--- config.mk ---
export PLATFORM = sky130hd
export DESIGN_NAME = link_remap_ctrl
export DESIGN_NICKNAME = d
export VERILOG_FILES = /design/src/rtl/lrc_pkg.sv /design/src/rtl/lrc_qsel.sv /design/src/rtl/lrc_change_det.sv /design/src/rtl/lrc_walker.sv /design/src/rtl/link_remap_ctrl.sv
export SDC_FILE = /design/constraint.sdc
export NUM_CORES = 1
export LEC_CHECK = 0
export ABC_AREA = 1
export BUFFER_PORTS_ARGS = -buffer_cell sky130_fd_sc_hd__buf_2
export CAP_MARGIN = 10
export CORE_MARGIN = 2
export CORE_UTILIZATION = 25
export DETAILED_ROUTE_END_ITERATION = 10
export PLACE_DENSITY = 0.47
export SKIP_LAST_GASP = 1
export SYNTH_ARGS = -nofsm -noshare
export SYNTH_HDL_FRONTEND = slang
export SYNTH_HIERARCHICAL = 1
export SYNTH_SLANG_ARGS = --single-unit
--- constraint.sdc ---
create_clock -name clk -period 5.4 [get_ports clk]
set_input_delay 0.81 -clock clk [delete_from_list [all_inputs] [get_ports clk]]
set_output_delay 0.81 -clock clk [all_outputs]
set_load 0.02 [all_outputs]
--- src/rtl/lrc_pkg.sv ---
package lrc_pkg;
   typedef enum logic {
      WALK_IDLE = 1'b0,
      WALK_RUN  = 1'b1
   } walk_state_t;
endpackage

--- src/rtl/lrc_qsel.sv ---
// Finds the lowest active queue and the next active queue after a given one.
module lrc_qsel #(
   parameter int NUM_QUEUES = 3,
   parameter int QID_W      = 2
) (
   input  logic [NUM_QUEUES-1:0] mask_i,
   input  logic [QID_W-1:0]      cur_i,
   output logic [QID_W-1:0]      first_o,
   output logic [QID_W-1:0]      next_o,
   output logic                  any_o
);
   always_comb begin
      logic found;
      first_o = '0;
      found   = 1'b0;
      for (int q = 0; q < NUM_QUEUES; q++) begin
         if (!found && mask_i[q]) begin
            first_o = QID_W'(q);
            found   = 1'b1;
         end
      end
   end

   always_comb begin
      logic found;
      int   cand;
      next_o = cur_i;
      found  = 1'b0;
      for (int k = 1; k <= NUM_QUEUES; k++) begin
         cand = (int'(cur_i) + k) % NUM_QUEUES;
         if (!found && mask_i[cand]) begin
            next_o = QID_W'(cand);
            found  = 1'b1;
         end
      end
   end

   assign any_o = |mask_i;
endmodule

--- src/rtl/lrc_change_det.sv ---
// Snapshots the inputs and issues a start pulse when they differ from the snapshot.
module lrc_change_det #(
   parameter int NUM_LINKS  = 8,
   parameter int NUM_QUEUES = 3
) (
   input  logic                  clk,
   input  logic                  rst_n,
   input  logic [NUM_LINKS-1:0]  fault_i,
   input  logic [NUM_QUEUES-1:0] qact_i,
   input  logic                  busy_i,
   output logic [NUM_LINKS-1:0]  snap_fault_o,
   output logic [NUM_QUEUES-1:0] snap_qact_o,
   output logic                  start_o
);
   logic differs;

   assign differs = (fault_i != snap_fault_o) || (qact_i != snap_qact_o);
   assign start_o = differs && !busy_i;

   always_ff @(posedge clk or negedge rst_n) begin
      if (!rst_n) begin
         snap_fault_o <= '0;
         snap_qact_o  <= '0;
      end else if (start_o) begin
         snap_fault_o <= fault_i;
         snap_qact_o  <= qact_i;
      end
   end

   // a start pulse is followed by busy
   p_start_busy_r2: assert property (@(posedge clk) disable iff (!rst_n)
      start_o |=> busy_i);
   // a pending difference is taken up once busy falls
   p_pending_taken_r11: assert property (@(posedge clk) disable iff (!rst_n)
      (differs && !busy_i) |=> (snap_fault_o == $past(fault_i)) && (snap_qact_o == $past(qact_i)));
endmodule

--- src/rtl/lrc_walker.sv ---
// Visits one link per cycle and hands out healthy links round robin.
module lrc_walker
   import lrc_pkg::*;
#(
   parameter int NUM_LINKS  = 8,
   parameter int NUM_QUEUES = 3,
   parameter int QID_W      = 2,
   parameter int IDX_W      = 3
) (
   input  logic                  clk,
   input  logic                  rst_n,
   input  logic                  start_i,
   input  logic [NUM_QUEUES-1:0] qact_now_i,
   input  logic [NUM_LINKS-1:0]  snap_fault_i,
   input  logic [NUM_QUEUES-1:0] snap_qact_i,
   output logic                  busy_o,
   output logic                  clr_all_o,
   output logic                  wr_en_o,
   output logic [IDX_W-1:0]      wr_idx_o,
   output logic                  wr_vld_o,
   output logic [QID_W-1:0]      wr_qid_o
);
   localparam logic [IDX_W-1:0] LAST_IDX = IDX_W'(NUM_LINKS - 1);

   walk_state_t      state;
   logic [IDX_W-1:0] idx;
   logic [QID_W-1:0] ptr;
   logic [QID_W-1:0] first_now, first_unused, next_ptr, next_unused;
   logic             any_now, any_snap;

   lrc_qsel #(.NUM_QUEUES(NUM_QUEUES), .QID_W(QID_W)) u_sel_first (
      .mask_i (qact_now_i),
      .cur_i  ('0),
      .first_o(first_now),
      .next_o (next_unused),
      .any_o  (any_now)
   );

   lrc_qsel #(.NUM_QUEUES(NUM_QUEUES), .QID_W(QID_W)) u_sel_next (
      .mask_i (snap_qact_i),
      .cur_i  (ptr),
      .first_o(first_unused),
      .next_o (next_ptr),
      .any_o  (any_snap)
   );

   assign busy_o    = (state == WALK_RUN);
   assign clr_all_o = start_i;
   assign wr_en_o   = busy_o;
   assign wr_idx_o  = idx;
   assign wr_vld_o  = busy_o && !snap_fault_i[idx] && any_snap;
   assign wr_qid_o  = wr_vld_o ? ptr : '0;

   always_ff @(posedge clk or negedge rst_n) begin
      if (!rst_n) begin
         state <= WALK_IDLE;
         idx   <= '0;
         ptr   <= '0;
      end else begin
         case (state)
            WALK_IDLE: begin
               if (start_i) begin
                  state <= WALK_RUN;
                  idx   <= '0;
                  ptr   <= any_now ? first_now : '0;
               end
            end
            WALK_RUN: begin
               if (wr_vld_o) ptr <= next_ptr;
               if (idx == LAST_IDX) begin
                  state <= WALK_IDLE;
                  idx   <= '0;
               end else begin
                  idx <= idx + 1'b1;
               end
            end
            default: state <= WALK_IDLE;
         endcase
      end
   end

   // a written entry always names a queue from the active snapshot
   p_qid_active_r4: assert property (@(posedge clk) disable iff (!rst_n)
      (wr_en_o && wr_vld_o) |-> snap_qact_i[wr_qid_o]);
   // a faulty link is never written valid
   p_no_fault_write_r6: assert property (@(posedge clk) disable iff (!rst_n)
      (wr_en_o && snap_fault_i[wr_idx_o]) |-> !wr_vld_o);
endmodule

--- src/rtl/link_remap_ctrl.sv ---
// Fault-aware remapping of serial links onto active queues.
module link_remap_ctrl #(
   parameter int NUM_LINKS  = 8,
   parameter int NUM_QUEUES = 3,
   parameter int QID_W      = (NUM_QUEUES > 1) ? $clog2(NUM_QUEUES) : 1
) (
   input  logic                        clk,
   input  logic                        rst_n,
   input  logic [NUM_LINKS-1:0]        link_fault_i,
   input  logic [NUM_QUEUES-1:0]       queue_act_i,
   output logic [NUM_LINKS*QID_W-1:0]  map_qid_o,
   output logic [NUM_LINKS-1:0]        map_vld_o,
   output logic                        busy_o,
   output logic                        all_fault_o,
   output logic                        dispatch_ok_o
);
   localparam int IDX_W = (NUM_LINKS > 1) ? $clog2(NUM_LINKS) : 1;
   localparam int CNT_W = IDX_W + 1;

   generate
      if (NUM_LINKS < 2)        begin : g_chk_links  $error("NUM_LINKS must be at least 2"); end
      if (NUM_QUEUES < 2)       begin : g_chk_queues $error("NUM_QUEUES must be at least 2"); end
      if ((1 << QID_W) < NUM_QUEUES) begin : g_chk_qidw $error("QID_W too narrow"); end
   endgenerate

   logic [NUM_LINKS-1:0]  snap_fault;
   logic [NUM_QUEUES-1:0] snap_qact;
   logic                  start, clr_all, wr_en, wr_vld;
   logic [IDX_W-1:0]      wr_idx;
   logic [QID_W-1:0]      wr_qid;

   lrc_change_det #(.NUM_LINKS(NUM_LINKS), .NUM_QUEUES(NUM_QUEUES)) u_det (
      .clk         (clk),
      .rst_n       (rst_n),
      .fault_i     (link_fault_i),
      .qact_i      (queue_act_i),
      .busy_i      (busy_o),
      .snap_fault_o(snap_fault),
      .snap_qact_o (snap_qact),
      .start_o     (start)
   );

   lrc_walker #(.NUM_LINKS(NUM_LINKS), .NUM_QUEUES(NUM_QUEUES),
                .QID_W(QID_W), .IDX_W(IDX_W)) u_walk (
      .clk         (clk),
      .rst_n       (rst_n),
      .start_i     (start),
      .qact_now_i  (queue_act_i),
      .snap_fault_i(snap_fault),
      .snap_qact_i (snap_qact),
      .busy_o      (busy_o),
      .clr_all_o   (clr_all),
      .wr_en_o     (wr_en),
      .wr_idx_o    (wr_idx),
      .wr_vld_o    (wr_vld),
      .wr_qid_o    (wr_qid)
   );

   generate
      for (genvar g = 0; g < NUM_LINKS; g++) begin : g_entry
         always_ff @(posedge clk or negedge rst_n) begin
            if (!rst_n) begin
               map_vld_o[g]                 <= 1'b0;
               map_qid_o[g*QID_W +: QID_W]  <= '0;
            end else if (clr_all) begin
               map_vld_o[g]                 <= 1'b0;
               map_qid_o[g*QID_W +: QID_W]  <= '0;
            end else if (wr_en && (wr_idx == IDX_W'(g))) begin
               map_vld_o[g]                 <= wr_vld;
               map_qid_o[g*QID_W +: QID_W]  <= wr_qid;
            end
         end
      end
   endgenerate

   assign all_fault_o   = &snap_fault;
   assign dispatch_ok_o = !busy_o && !all_fault_o;

   // busy-window length watch
   logic [CNT_W-1:0] busy_cnt;
   always_ff @(posedge clk or negedge rst_n) begin
      if (!rst_n)      busy_cnt <= '0;
      else if (busy_o) busy_cnt <= busy_cnt + 1'b1;
      else             busy_cnt <= '0;
   end

   // busy never outlasts one pass over the links
   p_busy_len_r3: assert property (@(posedge clk) disable iff (!rst_n)
      busy_cnt <= CNT_W'(NUM_LINKS));
   // a rebuild never ends early
   p_busy_full_r3: assert property (@(posedge clk) disable iff (!rst_n)
      (busy_cnt != '0 && busy_cnt < CNT_W'(NUM_LINKS)) |-> busy_o);
   // no valid entry on a faulty link in the snapshot
   p_fault_unmapped_r6: assert property (@(posedge clk) disable iff (!rst_n)
      (map_vld_o & snap_fault) == '0);
   // all faulty means an empty map
   p_allfault_empty_r7: assert property (@(posedge clk) disable iff (!rst_n)
      all_fault_o |-> (map_vld_o == '0));
   // no dispatch during a rebuild
   p_dispatch_block_r8: assert property (@(posedge clk) disable iff (!rst_n)
      busy_o |-> !dispatch_ok_o);
endmodule

==> run metrics, run 1 <==
final setup fails=0; CP Max Fanout=15; Worst setup SP type=register; Synth-to-Final Area Change=17.6%; post-CTS sizing=0; drt drc=0; WP depth=1; synthesized area=0.00250 mm²; clock sinks=41; overflow left after global routing=0; CP Data Arrival Time=1.29 ns; initial antenna violation count=0; via count=2190; minimum clock period after layout=2.10 ns; die height=104 µm; layout cells sized above 1=0.237; Max Clk Rate=between 0.4 and 0.5 GHz; vias in the first global route=2175; Syn Inst Count=between 300 and 400; most common cell after layout, fill and taps aside=nand2_1; Worst-path clk slew=0.08 ns; syn_area_per_cell=7.13 µm²; status=finished clean; gr usage total=0.112; ANT cells=0; drt wl/cell=10.5 µm; DRT iter0 DRCs=60; Worst VDD drop=0.156 mV; TritonCTS clock tree=built; largest net degree at the start of global routing=42; maximum buffer depth of the clock tree=2; post-CTS setup buffer count=0; CTS Root Cell=clkbuf_8; pre-CTS WS=3.07 ns; Critical Path RT=4.59 ns; Synth Net Count=approximately 370; P_leak=0.00170 µW; Max transition margin=0.365; Buffers on Ports=39; cts bufs inserted=5; Critical-path top delay cell=dfrtp_1; Final Hold Viols=0; Fillers=1109; endpoint type of the worst setup path=output pin; CP Buf/Inv Count=1; cell chain of the critical path=buf_2; Slew @ Worst Pin=0.952 ns; Routed WL=approximately 5500 µm; Worst Setup SP=u_walk/busy_o$_DFF_PN0_; R2R depth=9; r2r endpoint=map_vld_o[4]$_DFFE_PN0P_; commonest non-fill, non-tap cells in the layout=134 x nand2_1, 51 x nand3_1, 41 x dfrtp_1; Hold Crit Class=register to register; first-pass GRT wire length=about 10000 µm; total of max-cap violations=0; FP Rows=36; chip width=104 µm; gpl congestion=0.779; Initial Util=0.257; max-slew violation count=0; Antenna Nets Post-Route=0; RSZ-0062 raised after global routing=no; Crit path max-delay family=flip-flops; final worst slack=3.30 ns; CP max stage delay=0.72 ns; Ports=40; skew final=0.00575 ns; Clock Latency Late Sink=0.29 ns; Tcrit/Tclk final=0.388; HPWL Detailed=4080 µm; cts hold-fix bufs=0; P per Cell Area=between 500 and 600 mW/mm²; R2R setup slack=3.56 ns; Core ar.=0.00973 mm²; Final Net Count=approximately 400; Ys Warns=6; worst reg2reg startpoint=u_det/snap_qact_o[1]$_DFFE_PN0P_; Pre-antenna DRT Iters=4; TNS Setup=0 ns; H-tree Lvls=2; overall die area=between 0.01 and 0.015 mm²; Crit Path Class=register to output pin; via/cell ratio=4.16; end of the critical path=busy_o
[tightest hold or removal path, cell delays in order (launching register included)]
cell and delay (ns):
dfrtp_1 0.34, nand3_1 0.07, nand2_1 0.05
[state kept, by name (all words and copies together) (netlist names)]
signal and cells:
map_qid_o 16, map_vld_o 8, u_det/snap_fault_o 8, u_det/snap_qact_o 3, u_walk/wr_idx_o 3, u_walk/ptr 2
u_walk/busy_o 1
[per-stage QoR]
step / area [µm²] / util / instances / hold WS [ns] / total power [µW]
after floorplan: 2500 / - / 351 / 0.502 / 1190
after global placement: 2840 / 0.292 / 519 / 0.483 / 1380
after detailed placement: 2840 / 0.292 / 519 / 0.484 / 1390
after CTS: 2940 / 0.303 / 526 / 0.507 / 1630
after global routing: 2940 / 0.303 / 526 / 0.520 / 1790
final: 2940 / 0.303 / 526 / 0.499 / 1600
[how the worst min path moves through the flow]
stage / from / to / slack [ns] / depth (start not counted)
2_1_floorplan: u_det/snap_fault_o[7]$_DFFE_PN0P_ / u_det/snap_fault_o[7]$_DFFE_PN0P_ / 0.50 / 2
3_3_place_gp: map_qid_o[6]$_DFFE_PN0P_ / map_qid_o[6]$_DFFE_PN0P_ / 0.48 / 2
3_5_place_dp: map_qid_o[15]$_DFFE_PN0P_ / map_qid_o[15]$_DFFE_PN0P_ / 0.48 / 2
4_1_cts: map_qid_o[15]$_DFFE_PN0P_ / map_qid_o[15]$_DFFE_PN0P_ / 0.51 / 2
5_1_grt: map_qid_o[14]$_DFFE_PN0P_ / map_qid_o[14]$_DFFE_PN0P_ / 0.52 / 2
6_report: map_qid_o[15]$_DFFE_PN0P_ / map_qid_o[15]$_DFFE_PN0P_ / 0.50 / 2
[metal layers]
metal	vias up	wire, µm	global-route usage
li1	1159	-	-
met1	980	2770	0.148
met2	46	2450	0.188
met3	5	246	0.0251
met4	0	30	0.0203
met5	-	0	0
[layout make-up]
cell class              count  area (µm²)  share of cell area
repair buffers             39         195              0.0663
multi-input cells         249        1220               0.415
inverters                  57         230              0.0782
well taps                 133         166              0.0565
flip-flops and latches     41        1030               0.348
clock buffers               5        68.8              0.0234
clock inverters             2        35.0              0.0119
[where the power goes]
group	switching [µW]	leakage, µW	internal [µW]
clock network	105	0.0000540	134
logic	532	0.00110	291
registers	138	0.000541	403
total	775	0.00170	829
Power figures use the tool's default switching activity.
==> run 2, diff against run 1 <==
- clock period: 5.4 -> 2 ns (I/O delays scaled with it)
==> run metrics, run 2 (same netlist as run 1, synthesis figures left out) <==
vias in the first global route=2159 (-0.74%); TritonCTS clock tree=built; endpoint type of the worst setup path=register; gr usage total=0.115 (+0.00354); Post-Layout Cell Count=538 (+2.3%); via count=2246 (+2.6%); Max Clk Rate=0.570 GHz; max-slew violation count=0 (unchanged); Crit Path Class=register to register; DRT iter0 DRCs=79 (+32%); Core ar.=0.00973 mm² (unchanged); die height=104 µm (unchanged); Final Power=4530 µW (+180%); P per Cell Area=1490 mW/mm² (+170%); Synth-to-Final Area Change=21.7%; Worst VDD drop=0.502 mV (+220%); most common cell after layout, fill and taps aside=nand2_1; layout cells sized above 1=0.262 (+0.0251); Ports=40 (unchanged); total of max-cap violations=0 (unchanged); minimum clock period after layout=1.75 ns; first-pass GRT wire length=10300 µm (+2.7%); Worst-path clk slew=0.08 ns (about the same); Antenna Nets Post-Route=0 (unchanged); CP Max Fanout=6 (-9); Clock Latency Late Sink=0.30 ns (about the same); overall die area=0.0108 mm² (unchanged); placed cells=529 (+1.9%); CTS Root Cell=clkbuf_8; chip width=104 µm (unchanged); Pre-antenna DRT Iters=4 (unchanged); Largest register FFs=16 (unchanged); Routed WL=5790 µm (+5.2%); Tcrit/Tclk final=0.877; Slew @ Worst Pin=0.415 ns (-0.537 ns); drt wl/cell=10.8 µm (+2.9%); P_leak=0.00175 µW (+3.1%); Fillers=1103 (-0.54%); overflow left after global routing=0 (unchanged); FP Rows=36 (unchanged); commonest non-fill, non-tap cells in the layout=134 x nand2_1, 51 x nand3_1, 40 x dfrtp_1; largest net degree at the start of global routing=25 (-40%); Finished Core Util=0.313 (+0.0105); RSZ-0062 raised after global routing=no; ANT cells=0 (unchanged); Final Hold Viols=0 (unchanged); CP max stage delay=0.44 ns (-0.28 ns); clock sinks=41 (unchanged); cts bufs inserted=5 (unchanged); skew final=0.00856 ns (+0.00281 ns); Buffers on Ports=39 (unchanged); Hold Crit Class=input pin to register; Initial Util=0.257 (unchanged); via/cell ratio=4.17 (+0.27%); most frequent cell on the critical path=nand2_1; Post-Place Cell Area=0.00292 mm² (+2.6%); drt drc=0 (unchanged); top flop regs=map_qid_o (16), map_vld_o (8), u_det/snap_fault_o (8); CP Data Arrival Time=1.95 ns (+0.66 ns); Max transition margin=0.724 (+0.358); Worst setup SP type=register; post-CTS setup buffer count=0 (unchanged); Final Net Count=421 (+2.7%); cell chain of the critical path=ha_2 > inv_2 > nand2_2 > nand3_2 > nand2_4 > nand2_2 > inv_2 > o21ai_2 > nand2_1 > nand2_1 > nand2_1 > nand2_1 > nand2_1 > nand2_1; Critical Path RT=2.19 ns (-2.40 ns); Critical-path top delay cell=dfrtp_1; status=finished clean; initial antenna violation count=0 (unchanged); TNS Setup=0 ns (unchanged); H-tree Lvls=2 (unchanged); maximum buffer depth of the clock tree=2 (unchanged); HPWL Detailed=4420 µm (+8.4%); gpl congestion=0.774 (-0.73%); final setup fails=0 (unchanged); Final Cell Area=0.00305 mm² (+3.5%); Largest Register=map_qid_o
## run 2: cell count changes in the layout (fill, tap and decap cells not counted)
| cell | before | now |
|---|---|---|
| clkinvlp_4 | 0 | 1 |
| dlygate4sd3_1 | 0 | 1 |
| buf_4 | 0 | 10 |
| inv_2 | 15 | 14 |
| clkinv_4 | 0 | 1 |
| dfrtp_1 | 41 | 40 |
| ha_1 | 4 | 3 |
| inv_4 | 0 | 1 |
| dfrtp_2 | 0 | 1 |
| clkinv_2 | 3 | 2 |
| ha_2 | 0 | 1 |
## run 2: final timing paths
check | from | endpoint | slack, ns | cells after the start
worst min-delay path | link_fault_i[4] | u_det/snap_fault_o[4]$_DFFE_PN0P_ | 0.25 | 3
max in group asynchronous | rst_n | u_walk/ptr[0]$_DFFE_PN0P_ | 0.94 | 3
worst max-delay path | u_walk/ptr[1]$_DFFE_PN0P_ | u_walk/ptr[0]$_DFFE_PN0P_ | 0.25 | 14
worst max register to register | u_walk/ptr[1]$_DFFE_PN0P_ | u_walk/ptr[0]$_DFFE_PN0P_ | 0.25 | 14
worst min register to register | map_vld_o[3]$_DFFE_PN0P_ | map_vld_o[3]$_DFFE_PN0P_ | 0.50 | 2
min in group asynchronous | rst_n | map_qid_o[6]$_DFFE_PN0P_ | 0.45 | 2
## run 2: final cells by class
type / count / area [µm²] / area share
Clock buffer: 5 / 68.8 / 0.0226
Clock inverter: 3 / 46.3 / 0.0152
Inverter: 57 / 233 / 0.0764
Multi-Input combinational cell: 249 / 1220 / 0.402
Sequential cell: 41 / 1030 / 0.337
Tap cell: 133 / 166 / 0.0546
Timing Repair Buffer: 50 / 280 / 0.0920
## run 2: report_power, final
| group | switching, µW | internal (µW) | total (µW) | leakage (µW) |
|---|---|---|---|---|
| sequential | 295 | 1090 | 1390 | 0.000539 |
| combinational | 1560 | 892 | 2450 | 0.00115 |
| clock | 318 | 374 | 692 | 0.0000543 |
## run 2: what timing repair did
action                                  CTS  global route
gates resized for setup                   0             4
hold buffers                              1             0
endpoints found under the setup margin    0            25
hold endpoints to repair                 17             0
## run 2: worst max-delay path, delay by kind of cell, from the launching register on
| family | cells | cell delay, ns |
|---|---|---|
| simple gates | 10 | 0.61 |
| flops | 1 | 0.44 |
| fa+ha+maj | 1 | 0.41 |
| buf+inv | 2 | 0.13 |
| compound gates | 1 | 0.05 |
## run 2: routing by layer
metal	global-route usage	part of all wire
met1	0.163	0.51
met2	0.183	0.45
met3	0.0226	0.032
met4	0.0232	0.0054
met5	0	0
## run 2: through the flow
| stage | worst slack [ns] | hold WS [ns] |
|---|---|---|
| 2_1_floorplan | 0.327 | 0.00441 |
| 3_3_place_gp | 0.218 | 0.263 |
| 3_5_place_dp | 0.181 | 0.261 |
| 4_1_cts | 0.160 | 0.244 |
| 5_1_grt | 0.0408 | 0.272 |
| 6_report | 0.246 | 0.253 |
